--- config.mk ---
export PLATFORM = sky130hd
export DESIGN_NAME = driverChainCtrl
export DESIGN_NICKNAME = d
export VERILOG_FILES = /design/src/rtl/chainPkg.sv /design/src/rtl/chainSeqCtrl.sv /design/src/rtl/chainDatapath.sv /design/src/rtl/driverChainCtrl.sv
export SDC_FILE = /design/constraint.sdc
export NUM_CORES = 1
export LEC_CHECK = 0
export ABC_AREA = 0
export BUFFER_PORTS_ARGS = -buffer_cell sky130_fd_sc_hd__buf_2
export CORE_MARGIN = 2
export CORE_UTILIZATION = 55
export DETAILED_ROUTE_END_ITERATION = 6
export HOLD_SLACK_MARGIN = 0.08
export PLACE_DENSITY = 0.78
export SLEW_MARGIN = 15
export SYNTH_ARGS = -nofsm -noshare
export SYNTH_HDL_FRONTEND = slang
export SYNTH_HIERARCHICAL = 1
export SYNTH_SLANG_ARGS = --single-unit
--- constraint.sdc ---
create_clock -name clk -period 2.8 [get_ports clk]
set_input_delay 0.28 -clock clk [delete_from_list [all_inputs] [get_ports clk]]
set_output_delay 0.28 -clock clk [all_outputs]
set_load 0.03 [all_outputs]
--- src/rtl/chainPkg.sv ---
`timescale 1ns/1ps
package chainPkg;

  typedef enum logic [2:0] {
    ST_CLEAR,
    ST_IDLE,
    ST_SHIFT_LO,
    ST_SHIFT_HI,
    ST_LATCH_LO,
    ST_LATCH_HI
  } chainState_t;

  typedef struct packed {
    logic load;     // capture wordIn into the shift register
    logic shift;    // advance to the next bit
    logic sclkLvl;  // shift clock level for the next cycle
    logic lclkLvl;  // latch clock level for the next cycle
    logic clrAct;   // clear phase active
  } chainStrobe_t;

endpackage

--- src/rtl/chainSeqCtrl.sv ---
`timescale 1ns/1ps
module chainSeqCtrl
  import chainPkg::*;
#(
  parameter int WORD_W     = 16,
  parameter int HALF_TICKS = 8
) (
  input  logic         clk,
  input  logic         rstN,
  input  logic         wordValid,
  input  logic         lineBusy,
  output logic         wordReady,
  output chainStrobe_t strobe
);

  localparam int TICK_W = (HALF_TICKS > 1) ? $clog2(HALF_TICKS) : 1;
  localparam int BIT_W  = (WORD_W > 1) ? $clog2(WORD_W) : 1;
  localparam logic [TICK_W-1:0] LAST_TICK = TICK_W'(HALF_TICKS - 1);
  localparam logic [BIT_W-1:0]  LAST_BIT  = BIT_W'(WORD_W - 1);

  chainState_t       state;
  logic [TICK_W-1:0] tickCnt;
  logic [BIT_W-1:0]  bitCnt;
  logic              phaseDone;
  logic              accept;

  assign phaseDone = (tickCnt == LAST_TICK);
  assign wordReady = (state == ST_IDLE) && !lineBusy;
  assign accept    = wordValid && wordReady;

  always_ff @(posedge clk or negedge rstN) begin
    if (!rstN) begin
      state   <= ST_CLEAR;
      tickCnt <= '0;
      bitCnt  <= '0;
    end else begin
      case (state)
        ST_CLEAR: begin
          if (phaseDone) begin
            state   <= ST_IDLE;
            tickCnt <= '0;
          end else begin
            tickCnt <= tickCnt + 1'b1;
          end
        end
        ST_IDLE: begin
          if (accept) begin
            state   <= ST_SHIFT_LO;
            tickCnt <= '0;
            bitCnt  <= '0;
          end
        end
        ST_SHIFT_LO: begin
          if (phaseDone) begin
            state   <= ST_SHIFT_HI;
            tickCnt <= '0;
          end else begin
            tickCnt <= tickCnt + 1'b1;
          end
        end
        ST_SHIFT_HI: begin
          if (phaseDone) begin
            tickCnt <= '0;
            if (bitCnt == LAST_BIT) begin
              state <= ST_LATCH_LO;
            end else begin
              bitCnt <= bitCnt + 1'b1;
              state  <= ST_SHIFT_LO;
            end
          end else begin
            tickCnt <= tickCnt + 1'b1;
          end
        end
        ST_LATCH_LO: begin
          if (phaseDone) begin
            state   <= ST_LATCH_HI;
            tickCnt <= '0;
          end else begin
            tickCnt <= tickCnt + 1'b1;
          end
        end
        ST_LATCH_HI: begin
          if (phaseDone) begin
            state   <= ST_IDLE;
            tickCnt <= '0;
          end else begin
            tickCnt <= tickCnt + 1'b1;
          end
        end
        default: begin
          state   <= ST_CLEAR;
          tickCnt <= '0;
        end
      endcase
    end
  end

  always_comb begin
    strobe.load    = accept;
    strobe.shift   = (state == ST_SHIFT_LO) && (tickCnt == '0) && (bitCnt != '0);
    strobe.sclkLvl = (state == ST_SHIFT_HI);
    strobe.lclkLvl = (state == ST_LATCH_HI);
    strobe.clrAct  = (state == ST_CLEAR);
  end

endmodule

--- src/rtl/chainDatapath.sv ---
`timescale 1ns/1ps
module chainDatapath
  import chainPkg::*;
#(
  parameter int WORD_W = 16,
  parameter int PWM_W  = 8
) (
  input  logic              clk,
  input  logic              rstN,
  input  chainStrobe_t      strobe,
  input  logic [WORD_W-1:0] wordIn,
  input  logic [PWM_W-1:0]  duty,
  output logic              serData,
  output logic              shiftClk,
  output logic              latchClk,
  output logic              clrN,
  output logic              outEnN
);

  logic [WORD_W-1:0] shReg;
  logic [PWM_W-1:0]  pwmCnt;
  logic              sclkQ;
  logic              lclkQ;
  logic              clrNQ;
  logic              outEnQ;

  // Serial word: most significant bit drives the line first.
  always_ff @(posedge clk or negedge rstN) begin
    if (!rstN) begin
      shReg <= '0;
    end else if (strobe.load) begin
      shReg <= wordIn;
    end else if (strobe.shift) begin
      shReg <= {shReg[WORD_W-2:0], 1'b0};
    end
  end

  // Registered line levels so every pin changes only on a clock edge.
  always_ff @(posedge clk or negedge rstN) begin
    if (!rstN) begin
      sclkQ <= 1'b0;
      lclkQ <= 1'b0;
      clrNQ <= 1'b0;
    end else begin
      sclkQ <= strobe.sclkLvl;
      lclkQ <= strobe.lclkLvl;
      clrNQ <= !strobe.clrAct;
    end
  end

  // Free-running dimming counter; enable low while count is below duty.
  always_ff @(posedge clk or negedge rstN) begin
    if (!rstN) begin
      pwmCnt <= '0;
      outEnQ <= 1'b1;
    end else begin
      pwmCnt <= pwmCnt + 1'b1;
      outEnQ <= strobe.clrAct || (pwmCnt >= duty);
    end
  end

  assign serData  = shReg[WORD_W-1];
  assign shiftClk = sclkQ;
  assign latchClk = lclkQ;
  assign clrN     = clrNQ;
  assign outEnN   = outEnQ;

endmodule

--- src/rtl/driverChainCtrl.sv ---
`timescale 1ns/1ps
module driverChainCtrl
  import chainPkg::*;
#(
  parameter int WORD_W     = 16,
  parameter int HALF_TICKS = 8,
  parameter int PWM_W      = 8
) (
  input  logic              clk,
  input  logic              rstN,
  input  logic [WORD_W-1:0] wordIn,
  input  logic              wordValid,
  output logic              wordReady,
  input  logic [PWM_W-1:0]  duty,
  output logic              serData,
  output logic              shiftClk,
  output logic              latchClk,
  output logic              clrN,
  output logic              outEnN
);

  chainStrobe_t strobe;
  logic         lineBusy;

  // A word waits until the latch pulse has dropped and clear is released.
  assign lineBusy = latchClk || !clrN;

  chainSeqCtrl #(
    .WORD_W     (WORD_W),
    .HALF_TICKS (HALF_TICKS)
  ) i_ctrl (
    .clk       (clk),
    .rstN      (rstN),
    .wordValid (wordValid),
    .lineBusy  (lineBusy),
    .wordReady (wordReady),
    .strobe    (strobe)
  );

  chainDatapath #(
    .WORD_W (WORD_W),
    .PWM_W  (PWM_W)
  ) i_data (
    .clk      (clk),
    .rstN     (rstN),
    .strobe   (strobe),
    .wordIn   (wordIn),
    .duty     (duty),
    .serData  (serData),
    .shiftClk (shiftClk),
    .latchClk (latchClk),
    .clrN     (clrN),
    .outEnN   (outEnN)
  );

endmodule

==> results of run 1 <==
==> cells in the final DEF, fill, tap and decap left out, drive strengths merged, types with 2 or more instances in the layout <==
| master | instances |
|---|---|
| nor2 | 5 |
| nand2b | 5 |
| and4 | 3 |
| a32oi | 3 |
| a21oi | 2 |
| nor2b | 3 |
| inv | 16 |
| ha | 14 |
| xnor2 | 4 |
| nand2 | 23 |
| o2bb2ai | 3 |
| buf | 34 |
| clkinv | 2 |
| a2111oi | 2 |
| nor3 | 2 |
| mux2i | 16 |
| clkbuf | 5 |
| and3b | 2 |
| nand4 | 5 |
| xor2 | 2 |
| nand3 | 4 |
| and3 | 2 |
| o21ai | 19 |
| dfrtp | 37 |
==> power breakdown <==
| part | internal (mW) | leakage (nW) | switching [mW] | total [mW] |
|---|---|---|---|---|
| Combinational | 0.273 | 0.565 | 0.335 | 0.608 |
| Clock | 0.262 | 0.0579 | 0.187 | 0.449 |
| Sequential | 0.734 | 0.449 | 0.134 | 0.869 |
| Total | 1.27 | 1.07 | 0.656 | 1.93 |
==> per-layer routing <==
layer	share of wire	GRT usage	routed length (um)	up-vias
met5	0	0	0	-
met4	0.016	0.0718	57	0
met3	0.044	0.0503	159	6
met2	0.46	0.307	1650	31
met1	0.48	0.249	1750	674
li1	-	-	-	742
==> cells in the mapped netlist, types with 4 or more instances <==
master / number
sky130_fd_sc_hd__nand2_1: 23
sky130_fd_sc_hd__nand3_1: 4
sky130_fd_sc_hd__ha_1: 14
sky130_fd_sc_hd__nand2b_1: 5
sky130_fd_sc_hd__nand4_1: 5
sky130_fd_sc_hd__xnor2_1: 4
sky130_fd_sc_hd__inv_1: 16
sky130_fd_sc_hd__dfrtp_1: 37
sky130_fd_sc_hd__nor2_1: 5
sky130_fd_sc_hd__o21ai_0: 16
sky130_fd_sc_hd__clkbuf_1: 7
sky130_fd_sc_hd__mux2i_1: 16
==> state kept, by name, summed over array words and instances (netlist names) <==
name and count:
i_data/pwmCnt 8, i_ctrl/bitCnt 4, i_ctrl/state 3, i_data/shReg 16, i_data/shiftClk 1, i_data/clrN 1
i_data/latchClk 1, i_data/outEnN 1, i_ctrl/tickCnt 3
==> kinds of logic (layout without fill, tap and decap cells) <==
group	after synthesis	after routing	synth area share
AOI/OAI and AO/OA	39	39	0.135
DFF	38	38	0.471
muxes	16	16	0.0792
buffers and inverters	26	58	0.0575
adders and majority gates	14	14	0.0866
xor gates and xnor gates	6	6	0.0260
and+or+nand+nor	56	56	0.145
==> path summary, 6_finish.rpt <==
check,startpoint,end,slack (ps),depth (start not counted)
max reg2reg,i_ctrl/state[2]$_DFFE_PN0P_,i_data/shReg[4]$_DFFE_PN0P_,1030,6
min in group clk,wordIn[9],i_data/shReg[9]$_DFFE_PN0P_,190,3
min,rstN,i_data/shiftClk$_DFF_PN0_,70,1
min reg2reg,i_data/pwmCnt[7]$_DFF_PN0_,i_data/pwmCnt[7]$_DFF_PN0_,510,1
max,i_ctrl/state[2]$_DFFE_PN0P_,wordReady,980,3
max in group asynchronous,rstN,i_data/shReg[5]$_DFFE_PN0P_,2210,1
==> metrics by stage <==
step                hold slack [ps]  setup WS, ps  utilization
finish                         72.0           982        0.643
global route                    150           878        0.643
CTS                             106           984        0.643
detailed placement              426          1030        0.612
global placement                422          1060        0.612
floorplan                     -15.6          1000            -
==> layout make-up <==
type	count	share of cell area
multi-input combinational	131	0.415
sequential	38	0.411
timing repair buffer	34	0.0756
clock buffer	5	0.0297
inverter	16	0.0259
tap	48	0.0259
clock inverter	3	0.0173
==> out/metrics.yaml, run 1 <==
die:
  row_count: 22
  number_of_top_level_design_ports: 33
  initial_utilization: 0.561
  coreArea_sq_um: 3610
  die_x_um: 64.7
  floorplan.die_area_sq_um: 4180
  floorplan.die.height_um: 64.7
clock_tree:
  clock_tree.root_cell: "sky130_fd_sc_hd__clkbuf_8"
  ctsResizeCount: 0
  total_clock_buffers_created_by_cts: 5
  clk_latency_ps: 290
  cts_hold_buf: 0
  cts_buffer_depth: 2
  clkSlewWorstSetupHoldPaths_ps: 80
  tritoncts: "done"
  numClockSinks: 38
  cts-htree-levels: 2
  cts_setup_buffers: 0
route:
  vias_per_cell: 5.28
  detail_route.first_pass.iterations: 4
  post-route-drc-count: 0
  postRouteWirelength_um: 3620
  drt-wirelength-per-cell_um: 13.2
  via_count: 1453
  drt_iter0_drc: 77
  drt.antenna.violating_nets: 0
global_route:
  globalRouteOverflowTotal: 0
  grt_start_max_net_pins: 39
  grt_usage: 0.191
  first_pass_grt_wire_length_um: 6140
  antenna_found_initial: 0
  via_count_of_the_first_global_routing_pass: 1393
flow_run:
  cap_viol_max_count: 0
place:
  dp_hpwl_um: 2550
  globalplace.congestion: 0.778
  placed_cell_area_sq_um: 2210
  place.port_buffers: 32
  dp_cells: 267
power:
  total_power_mw: 1.93
  vdd.ir_drop.worst_mv: 0.370
  leakage_nw: 1.07
  powerDensity_nw_per_um2: 831
yosys:
  synth.distinct_cells: 40
  synth.area.top_cells: "sky130_fd_sc_hd__dfrtp_1, sky130_fd_sc_hd__ha_1, sky130_fd_sc_hd__mux2i_1"
  syn_inst: 195
  seq_area_frac_synth: 0.471
  most_area_hungry_cell_type_in_the_yosys_netlist: "sky130_fd_sc_hd__dfrtp_1"
  asyncSetResetFlopFracSynth: 1.00
  post_syn_nets: 236
  synth.ff_latch_count: 38
  predominant_post_synthesis_flop_cell: "sky130_fd_sc_hd__dfrtp_1"
  synth_top_area_frac: 0.458
  syn-cell-area_sq_um: 2020
  yosysWarningCount: 6
  synth-edff-count: 0
  syn-mean-instance-area_sq_um: 10.4
sta:
  min_period_ps: 1820
  setup_violations: 0
  timing_max_transition_violations_final: 0
  timing.slew.headroom: 0.464
  post-route-period-util: 0.649
  grt_setup_unrepaired: "no"
  clk_skew_ps: 8.07
  setup_tns_ps: 0
  max_slew.worst_pin.slew_ps: 805
  timing.final.hold_violations: 0
  max_freq_ghz: 0.550
worst_setup_path:
  criticalPathCategory: "reg2out"
  critical_path_cell_with_the_highest_stage_delay: "sky130_fd_sc_hd__dfrtp_1"
  cp.arrival_ps: 1540
  timing.critical_path.to_type: "output port"
  critical_path.max_stage_delay_ps: 530
  worstPathCellList: "nand2b_1 > nor3_1 > buf_2"
  cp_data_required_time_ps: 2520
  worstPathMaxFanout: 16
  cp_top_family: "flip-flops"
  bufs_and_invs_on_worst_path: 1
  worst_setup_path_start_kind: "register"
cells_and_area:
  insertedDiodeCount: 0
  total_area_of_multi_input_combinational_cells_sq_um: 961
  synthToLayoutAreaGrowth_pct: 14.5
  fillerInstances: 304
  postLayoutCellArea_sq_um: 2320
  final_cells: 275
  final_layout_size_suffix_gt1_frac: 0.211
  seqCellArea_sq_um: 952
  num-nets-final: 267
min_path:
  hold_path.class: "in2async"
status:
  status: "completed"
(Power assumes the default switching activity.)
==> inputs of run 2 (changes only) <==
Settings changed: ABC_AREA 0 to 1, CORE_UTILIZATION 55 to 50, PLACE_DENSITY 0.78 to 0.75.
Clock period 2.8 ns to 1.6 ns, I/O delays scaled along.
==> run 2 against run 1 <==
Register-to-register slack lost 970 ps. Synthesized cell count grew 29%. Largest power group unchanged. Final area grew 9.7%. Highest routed layer unchanged.
==> out/metrics.yaml, run 2 <==
clock_tree:
  total_clock_buffers_created_by_cts: 5  # unchanged
  clock_tree.root_cell: "sky130_fd_sc_hd__clkbuf_8"
  cts-htree-levels: 2  # unchanged
  tritoncts: "done"
  clkSlewWorstSetupHoldPaths_ps: 80  # about the same
  clk_latency_ps: 280  # about the same
  cts_buffer_depth: 2  # unchanged
  numClockSinks: 38  # unchanged
yosys:
  yosysWarningCount: 6  # unchanged
  synth.distinct_cells: 27  # -33%
  most_area_hungry_cell_type_in_the_yosys_netlist: "sky130_fd_sc_hd__dfrtp_1"
  synth.ff_latch_count: 38  # unchanged
  synth_top_family_by_area: "simple AND/OR/NAND/NOR gates"
  syn-cell-area_sq_um: 2060  # +1.7%
  synth-edff-count: 0  # unchanged
  syn_inst: 251  # +29%
  synth.most_common_cell: "sky130_fd_sc_hd__nand2_1"
  syn-mean-instance-area_sq_um: 8.20  # -21%
  synth_top_area_frac: 0.450  # -0.00779
  asyncSetResetFlopFracSynth: 1.00  # unchanged
  predominant_post_synthesis_flop_cell: "sky130_fd_sc_hd__dfrtp_1"
  ranking_of_synthesized_cells_by_instance_count: "sky130_fd_sc_hd__nand2_1, sky130_fd_sc_hd__dfrtp_1, sky130_fd_sc_hd__inv_1"
  seq_area_frac_synth: 0.463  # -0.00801
  synth_simple_gate_area_share: 0.308  # +0.163
  synthAdderAreaFrac: 0.0851  # -0.00147
  post_syn_nets: 292  # +24%
  post_synth_mux_area_share: 0  # -0.0792
  synth_xor_xnor_area_share: 0.0213  # -0.00470
  share_of_the_synthesized_area_in_compound_gates_ao_oa_aoi_oai: 0.0450  # -0.0898
  synth.area.top_cells: "sky130_fd_sc_hd__dfrtp_1, sky130_fd_sc_hd__nand2_1, sky130_fd_sc_hd__ha_1"
die:
  row_count: 23  # +4.5%
  floorplan.die.height_um: 68.2  # +5.4%
  coreArea_sq_um: 3970  # +10%
  number_of_top_level_design_ports: 33  # unchanged
  initial_utilization: 0.518  # -0.0428
  floorplan.die_area_sq_um: 4650  # +11%
  die_x_um: 68.2  # +5.4%
worst_setup_path:
  cp_data_required_time_ps: 1770  # -750 ps
  worstPathMaxFanout: 5  # -11
  worst_setup_path_start_kind: "register"
  ff2ff_path_depth: 7  # +1
  r2r_setup_slack_ps: 60  # -970 ps
  critical_path.reg2reg.startpoint: "i_ctrl/tickCnt[0]$_DFFE_PN0P_"
  timing.critical_path.to_type: "register"
  criticalPathCategory: "reg2reg"
  rr_endpoint: "i_ctrl/bitCnt[3]$_DFFE_PN0P_"
  cp.arrival_ps: 1710  # +170 ps
sta:
  timing.slew.headroom: 0.550  # +0.0868
  setup_violations: 0  # unchanged
  worst_path_setup_slack_after_routing_ps: 58.9  # -923 ps
  min_period_ps: 1540
  timing.final.hold_violations: 0  # unchanged
  post-route-period-util: 0.963
  max_freq_ghz: 0.649
  clk_skew_ps: 8.21  # +0.135 ps
  max_slew.worst_pin.slew_ps: 674  # -130 ps
  timing_max_transition_violations_final: 0  # unchanged
min_path:
  min-delay-start: "wordIn[7]"
  timing.hold.worst_path_depth: 3
  worst_hold_path.endpoint: "i_data/shReg[7]$_DFFE_PN0P_"
  hold_path.class: "in2reg"
cells_and_area:
  final_common_cell: "sky130_fd_sc_hd__nand2_1"
  layout_common_cells: "sky130_fd_sc_hd__nand2_1, sky130_fd_sc_hd__dfrtp_1, sky130_fd_sc_hd__buf_2"
  insertedDiodeCount: 0  # unchanged
  synthToLayoutAreaGrowth_pct: 23.5
  final_layout_size_suffix_gt1_frac: 0.251  # +0.0394
  top_register_by_number_of_flip_flops: "i_data/shReg"
  fillerInstances: 342  # +13%
  layout_top_registers: "i_data/shReg (16), i_data/pwmCnt (8), i_ctrl/bitCnt (4)"
  num-nets-final: 339  # +27%
  flip_flop_count_of_the_largest_register_after_layout: 16  # unchanged
  postLayoutCellArea_sq_um: 2540  # +9.7%
route:
  drt.antenna.violating_nets: 0  # unchanged
  drt_iter0_drc: 117  # +52%
  vias_per_cell: 4.96  # -6.2%
  detail_route.first_pass.iterations: 4  # unchanged
  postRouteWirelength_um: 3910  # +8.0%
  post-route-drc-count: 0  # unchanged
  drt-wirelength-per-cell_um: 11.2  # -15%
  via_count: 1730  # +19%
place:
  placed_cell_area_sq_um: 2290  # +3.7%
  globalplace.congestion: 0.859  # +10%
  dp_hpwl_um: 2820  # +11%
  place.port_buffers: 32  # unchanged
  pre_cts_ws_ps: 57.6  # -972 ps
flow_run:
  cap_viol_max_count: 0  # unchanged
power:
  powerDensity_nw_per_um2: 818  # -1.6%
  vdd.ir_drop.worst_mv: 0.571  # +54%
  leakage_nw: 1.41  # +31%
global_route:
  grt_start_max_net_pins: 32  # -18%
  globalRouteOverflowTotal: 0  # unchanged
  first_pass_grt_wire_length_um: 6400  # +4.2%
  antenna_found_initial: 0  # unchanged
  via_count_of_the_first_global_routing_pass: 1528  # +9.7%
  grt_usage: 0.184  # -0.00733
status:
  status: "completed"
run 2: cell types whose count changed after synthesis, moves of 5 or more:
| cell | previous run | this run |
|---|---|---|
| sky130_fd_sc_hd__inv_1 | 16 | 26 |
| sky130_fd_sc_hd__nand4_1 | 5 | 0 |
| sky130_fd_sc_hd__mux2i_1 | 16 | 0 |
| sky130_fd_sc_hd__o21ai_0 | 16 | 1 |
| sky130_fd_sc_hd__nor2_1 | 5 | 21 |
| sky130_fd_sc_hd__nand3_1 | 4 | 25 |
| sky130_fd_sc_hd__nand2_1 | 23 | 89 |
| sky130_fd_sc_hd__nand2b_1 | 5 | 0 |
| sky130_fd_sc_hd__clkbuf_1 | 7 | 0 |
run 2: power by group:
part / leakage (nW) / switching (mW) / internal, mW
clock: 0.0714 / 0.321 / 0.665
combinational: 0.862 / 0.0561 / 0.0476
sequential: 0.472 / 0.00992 / 0.979
run 2: kinds of logic after synthesis:
| logic type | after synthesis |
|---|---|
| AO/OA/AOI/OAI | 12 |
| XOR/XNOR | 5 |
| buffers and inverters | 36 |
| AND/OR/NAND/NOR | 146 |
| flip-flops | 38 |
| adder cells (fa/ha/maj) | 14 |
run 2: worst max-delay path: stages (launching register included):
cell	delay, ps
sky130_fd_sc_hd__dfrtp_1	400
sky130_fd_sc_hd__ha_1	200
sky130_fd_sc_hd__ha_1	190
sky130_fd_sc_hd__nor2_1	260
sky130_fd_sc_hd__nor3_4	100
sky130_fd_sc_hd__buf_4	150
sky130_fd_sc_hd__nand3_1	80
sky130_fd_sc_hd__nand2_1	50
run 2: final cells by class:
cell class | count | area (sq um) | area share
clock buffer | 6 | 82.6 | 0.0325
clock inverter | 2 | 60.1 | 0.0236
inverter | 30 | 115 | 0.0453
multi-input combinational | 177 | 983 | 0.387
sequential | 38 | 955 | 0.376
tap | 50 | 62.6 | 0.0246
timing repair buffer | 46 | 283 | 0.111
run 2: worst max path at each step:
stage,cells past startpoint,slack (ps),start,endpoint
floorplan,11,7,i_ctrl/state[2]$_DFFE_PN0P_,i_data/shReg[10]$_DFFE_PN0P_
global placement,8,110,i_ctrl/tickCnt[0]$_DFFE_PN0P_,i_data/shReg[14]$_DFFE_PN0P_
detailed placement,8,60,i_ctrl/tickCnt[0]$_DFFE_PN0P_,i_data/shReg[5]$_DFFE_PN0P_
CTS,8,50,i_ctrl/tickCnt[0]$_DFFE_PN0P_,i_data/shReg[5]$_DFFE_PN0P_
global route,7,-20,i_ctrl/tickCnt[0]$_DFFE_PN0P_,i_ctrl/bitCnt[3]$_DFFE_PN0P_
finish,7,60,i_ctrl/tickCnt[0]$_DFFE_PN0P_,i_ctrl/bitCnt[3]$_DFFE_PN0P_
run 2: per-layer routing:
| layer | vias up | share of wire | track usage |
|---|---|---|---|
| li1 | 877 | - | - |
| met1 | 817 | 0.44 | 0.240 |
| met2 | 31 | 0.51 | 0.299 |
| met3 | 5 | 0.038 | 0.0378 |
| met4 | 0 | 0.012 | 0.0750 |
| met5 | - | 0 | 0 |
run 2: through the flow:
stage | setup TNS, ps | util | instances | power (mW) | hold slack [ps]
floorplan | 0 | - | 251 | 1.04 | -136
global placement | 0 | 0.577 | 333 | 1.11 | 243
detailed placement | 0 | 0.577 | 333 | 1.11 | 254
CTS | 0 | 0.615 | 342 | 2.10 | 84.5
global route | -32.6 | 0.640 | 349 | 2.16 | 94.7
finish | 0 | 0.640 | 349 | 2.08 | 91.5
run 2: repair_timing:
action                                 CTS  global route
gates resized for setup                  0             7
setup buffers                            0             6
setup endpoints to repair                0            21
hold buffers                             1             1
endpoints found under the hold margin   28             1
==> inputs of run 3 (changes only) <==
Settings changed: PLACE_DENSITY 0.75 to 0.85.
==> run 3 against run 2 <==
Final area up 0.98%. First-iteration DRC count increased by 74%. Sequential power is essentially flat. Critical endpoint is now i_data/shReg[5]$_DFFE_PN0P_. Critical path type unchanged. Via count grew 2.0%.
==> out/metrics.yaml, run 3 (synthesis results as in run 2) <==
cells_and_area:
  seqCellArea_sq_um: 956  # +0.13%
  total_area_of_multi_input_combinational_cells_sq_um: 990  # +0.64%
  final_layout_size_suffix_gt1_frac: 0.253  # +0.00250
  fillerInstances: 319  # -6.7%
  top_register_by_number_of_flip_flops: "i_data/shReg"
  final_common_cell: "sky130_fd_sc_hd__nand2_1"
  finish.utilization: 0.646  # +0.00630
  flip_flop_count_of_the_largest_register_after_layout: 16  # unchanged
  num-nets-final: 340  # +0.29%
  synthToLayoutAreaGrowth_pct: 24.7
  layout_common_cells: "sky130_fd_sc_hd__nand2_1, sky130_fd_sc_hd__dfrtp_1, sky130_fd_sc_hd__buf_2"
  insertedDiodeCount: 0  # unchanged
  layout_top_registers: "i_data/shReg (16), i_data/pwmCnt (8), i_ctrl/bitCnt (4)"
worst_setup_path:
  worstPathMaxFanout: 5  # unchanged
  criticalPathCategory: "reg2reg"
  setup.worst_path.start: "i_ctrl/state[2]$_DFFE_PN0P_"
  worst_setup_path_start_kind: "register"
  cp_data_required_time_ps: 1780  # about the same
  rr_endpoint: "i_data/shReg[5]$_DFFE_PN0P_"
  timing.critical_path.to_type: "register"
  crit_end: "i_data/shReg[5]$_DFFE_PN0P_"
  ff2ff_path_depth: 10  # +3
  critical_path.reg2reg.startpoint: "i_ctrl/state[2]$_DFFE_PN0P_"
  r2r_setup_slack_ps: 40  # -20 ps
  cp.arrival_ps: 1740  # +30 ps
sta:
  setup_violations: 0  # unchanged
  clk_skew_ps: 9.96  # +1.75 ps
  grt_setup_unrepaired: "yes"
  timing.final.hold_violations: 0  # unchanged
  finalHoldWorstSlack_ps: 88.1  # -3.34 ps
  min_period_ps: 1560  # +16.7 ps
  timing_max_transition_violations_final: 0  # unchanged
  timing.slew.headroom: 0.577  # +0.0267
  max_slew.worst_pin.slew_ps: 634  # -40.0 ps
  post-route-period-util: 0.974  # +0.0104
  max_freq_ghz: 0.642  # -1.1%
die:
  row_count: 23  # unchanged
  coreArea_sq_um: 3970  # unchanged
  number_of_top_level_design_ports: 33  # unchanged
  initial_utilization: 0.518  # unchanged
  die_x_um: 68.2  # unchanged
  floorplan.die_area_sq_um: 4650  # unchanged
  floorplan.die.height_um: 68.2  # unchanged
place:
  place.port_buffers: 32  # unchanged
  dp_hpwl_um: 3040  # +7.9%
  globalplace.congestion: 0.893  # +4.0%
route:
  post-route-drc-count: 0  # unchanged
  postRouteWirelength_um: 4370  # +12%
  drt-wirelength-per-cell_um: 12.5  # +12%
  drt_iter0_drc: 203  # +74%
  via_count: 1764  # +2.0%
  detail_route.first_pass.iterations: 5  # +1
  vias_per_cell: 5.04  # +1.7%
  drt.antenna.violating_nets: 0  # unchanged
global_route:
  via_count_of_the_first_global_routing_pass: 1655  # +8.3%
  grt_usage: 0.195  # +0.0108
  grt_start_max_net_pins: 30  # -6.3%
  first_pass_grt_wire_length_um: 6740  # +5.4%
  globalRouteOverflowTotal: 0  # unchanged
  antenna_found_initial: 0  # unchanged
clock_tree:
  clk_latency_ps: 290  # about the same
  clock_tree.root_cell: "sky130_fd_sc_hd__clkbuf_8"
  tritoncts: "done"
  clkSlewWorstSetupHoldPaths_ps: 80  # about the same
  numClockSinks: 38  # unchanged
  cts-htree-levels: 2  # unchanged
  total_clock_buffers_created_by_cts: 5  # unchanged
  cts_buffer_depth: 2  # unchanged
min_path:
  hold_path.class: "in2reg"
power:
  vdd.ir_drop.worst_mv: 0.411  # -28%
  leakage_nw: 1.40  # -0.23%
  powerDensity_nw_per_um2: 821  # +0.34%
status:
  status: "completed"
flow_run:
  cap_viol_max_count: 0  # unchanged
run 3: cell types whose count changed in the layout (fill, tap and decap cells not counted), moves of 2 or more:
cell,before,now
sky130_fd_sc_hd__buf_6,0,4
sky130_fd_sc_hd__dlygate4sd3_1,2,5
sky130_fd_sc_hd__buf_4,11,6
sky130_fd_sc_hd__inv_2,3,5
sky130_fd_sc_hd__inv_1,26,24
sky130_fd_sc_hd__a22oi_1,2,0
sky130_fd_sc_hd__a22oi_2,2,4
run 3: worst min path at each step:
stage               from                            to  cells after the start
6_report       wordIn[3]   i_data/shReg[3]$_DFFE_PN0P_                      3
5_1_grt        wordIn[3]   i_data/shReg[3]$_DFFE_PN0P_                      3
4_1_cts        wordIn[1]   i_data/shReg[1]$_DFFE_PN0P_                      3
3_5_place_dp        rstN   i_ctrl/state[0]$_DFFE_PN0P_                      1
3_3_place_gp        rstN   i_ctrl/state[2]$_DFFE_PN0P_                      1
2_1_floorplan       rstN  i_ctrl/bitCnt[0]$_DFFE_PN0P_                      0
run 3: worst max-delay path, stage by stage, from the launching register on:
cell                      delay (ps)
sky130_fd_sc_hd__dfrtp_1         410
sky130_fd_sc_hd__inv_2           120
sky130_fd_sc_hd__nand2_4          70
sky130_fd_sc_hd__inv_4            80
sky130_fd_sc_hd__nand2_4          60
sky130_fd_sc_hd__nor3_4          170
sky130_fd_sc_hd__buf_6           150
sky130_fd_sc_hd__nor2_4           40
sky130_fd_sc_hd__buf_6           120
sky130_fd_sc_hd__a22oi_2         150
sky130_fd_sc_hd__nand2_1          80
run 3: repair_timing:
| action | 4_1_cts | 5_1_grt |
|---|---|---|
| endpoints found under the hold margin | 30 | 0 |
| buffers inserted | 0 | 5 |
| resized for setup | 0 | 15 |
| setup endpoints to repair | 0 | 17 |
| hold buffers | 5 | 0 |
run 3: cell type report:
class	count	area share
sequential	38	0.373
inverter	30	0.0449
timing repair buffer	47	0.117
clock inverter	2	0.0234
clock buffer	6	0.0322
tap	50	0.0244
multi-input combinational	177	0.386
run 3: per-layer routing:
layer | vias up | global-route usage | wire [um]
met3 | 15 | 0.0477 | 228
met1 | 807 | 0.228 | 1790
met2 | 60 | 0.333 | 2240
met5 | - | 0 | 0
li1 | 882 | - | -
met4 | 0 | 0.0950 | 109
run 3: stage by stage:
stage / setup TNS (ps) / setup slack, ps / area (sq um) / power (mW) / cells
detailed placement: -5.52 / -5.52 / 2280 / 1.11 / 332
global route: -65.1 / -55.4 / 2570 / 2.19 / 350
global placement: 0 / 106 / 2280 / 1.11 / 332
CTS: 0 / 6.31 / 2480 / 2.12 / 345
finish: 0 / 42.2 / 2570 / 2.11 / 350
floorplan: 0 / 7.37 / 2070 / 1.04 / 251
run 3: report_power, final:
group / switching (mW) / internal (mW) / total, mW
registers: 0.0114 / 0.979 / 0.990
clock network: 0.338 / 0.665 / 1.00
logic: 0.0596 / 0.0523 / 0.112
total: 0.409 / 1.70 / 2.11
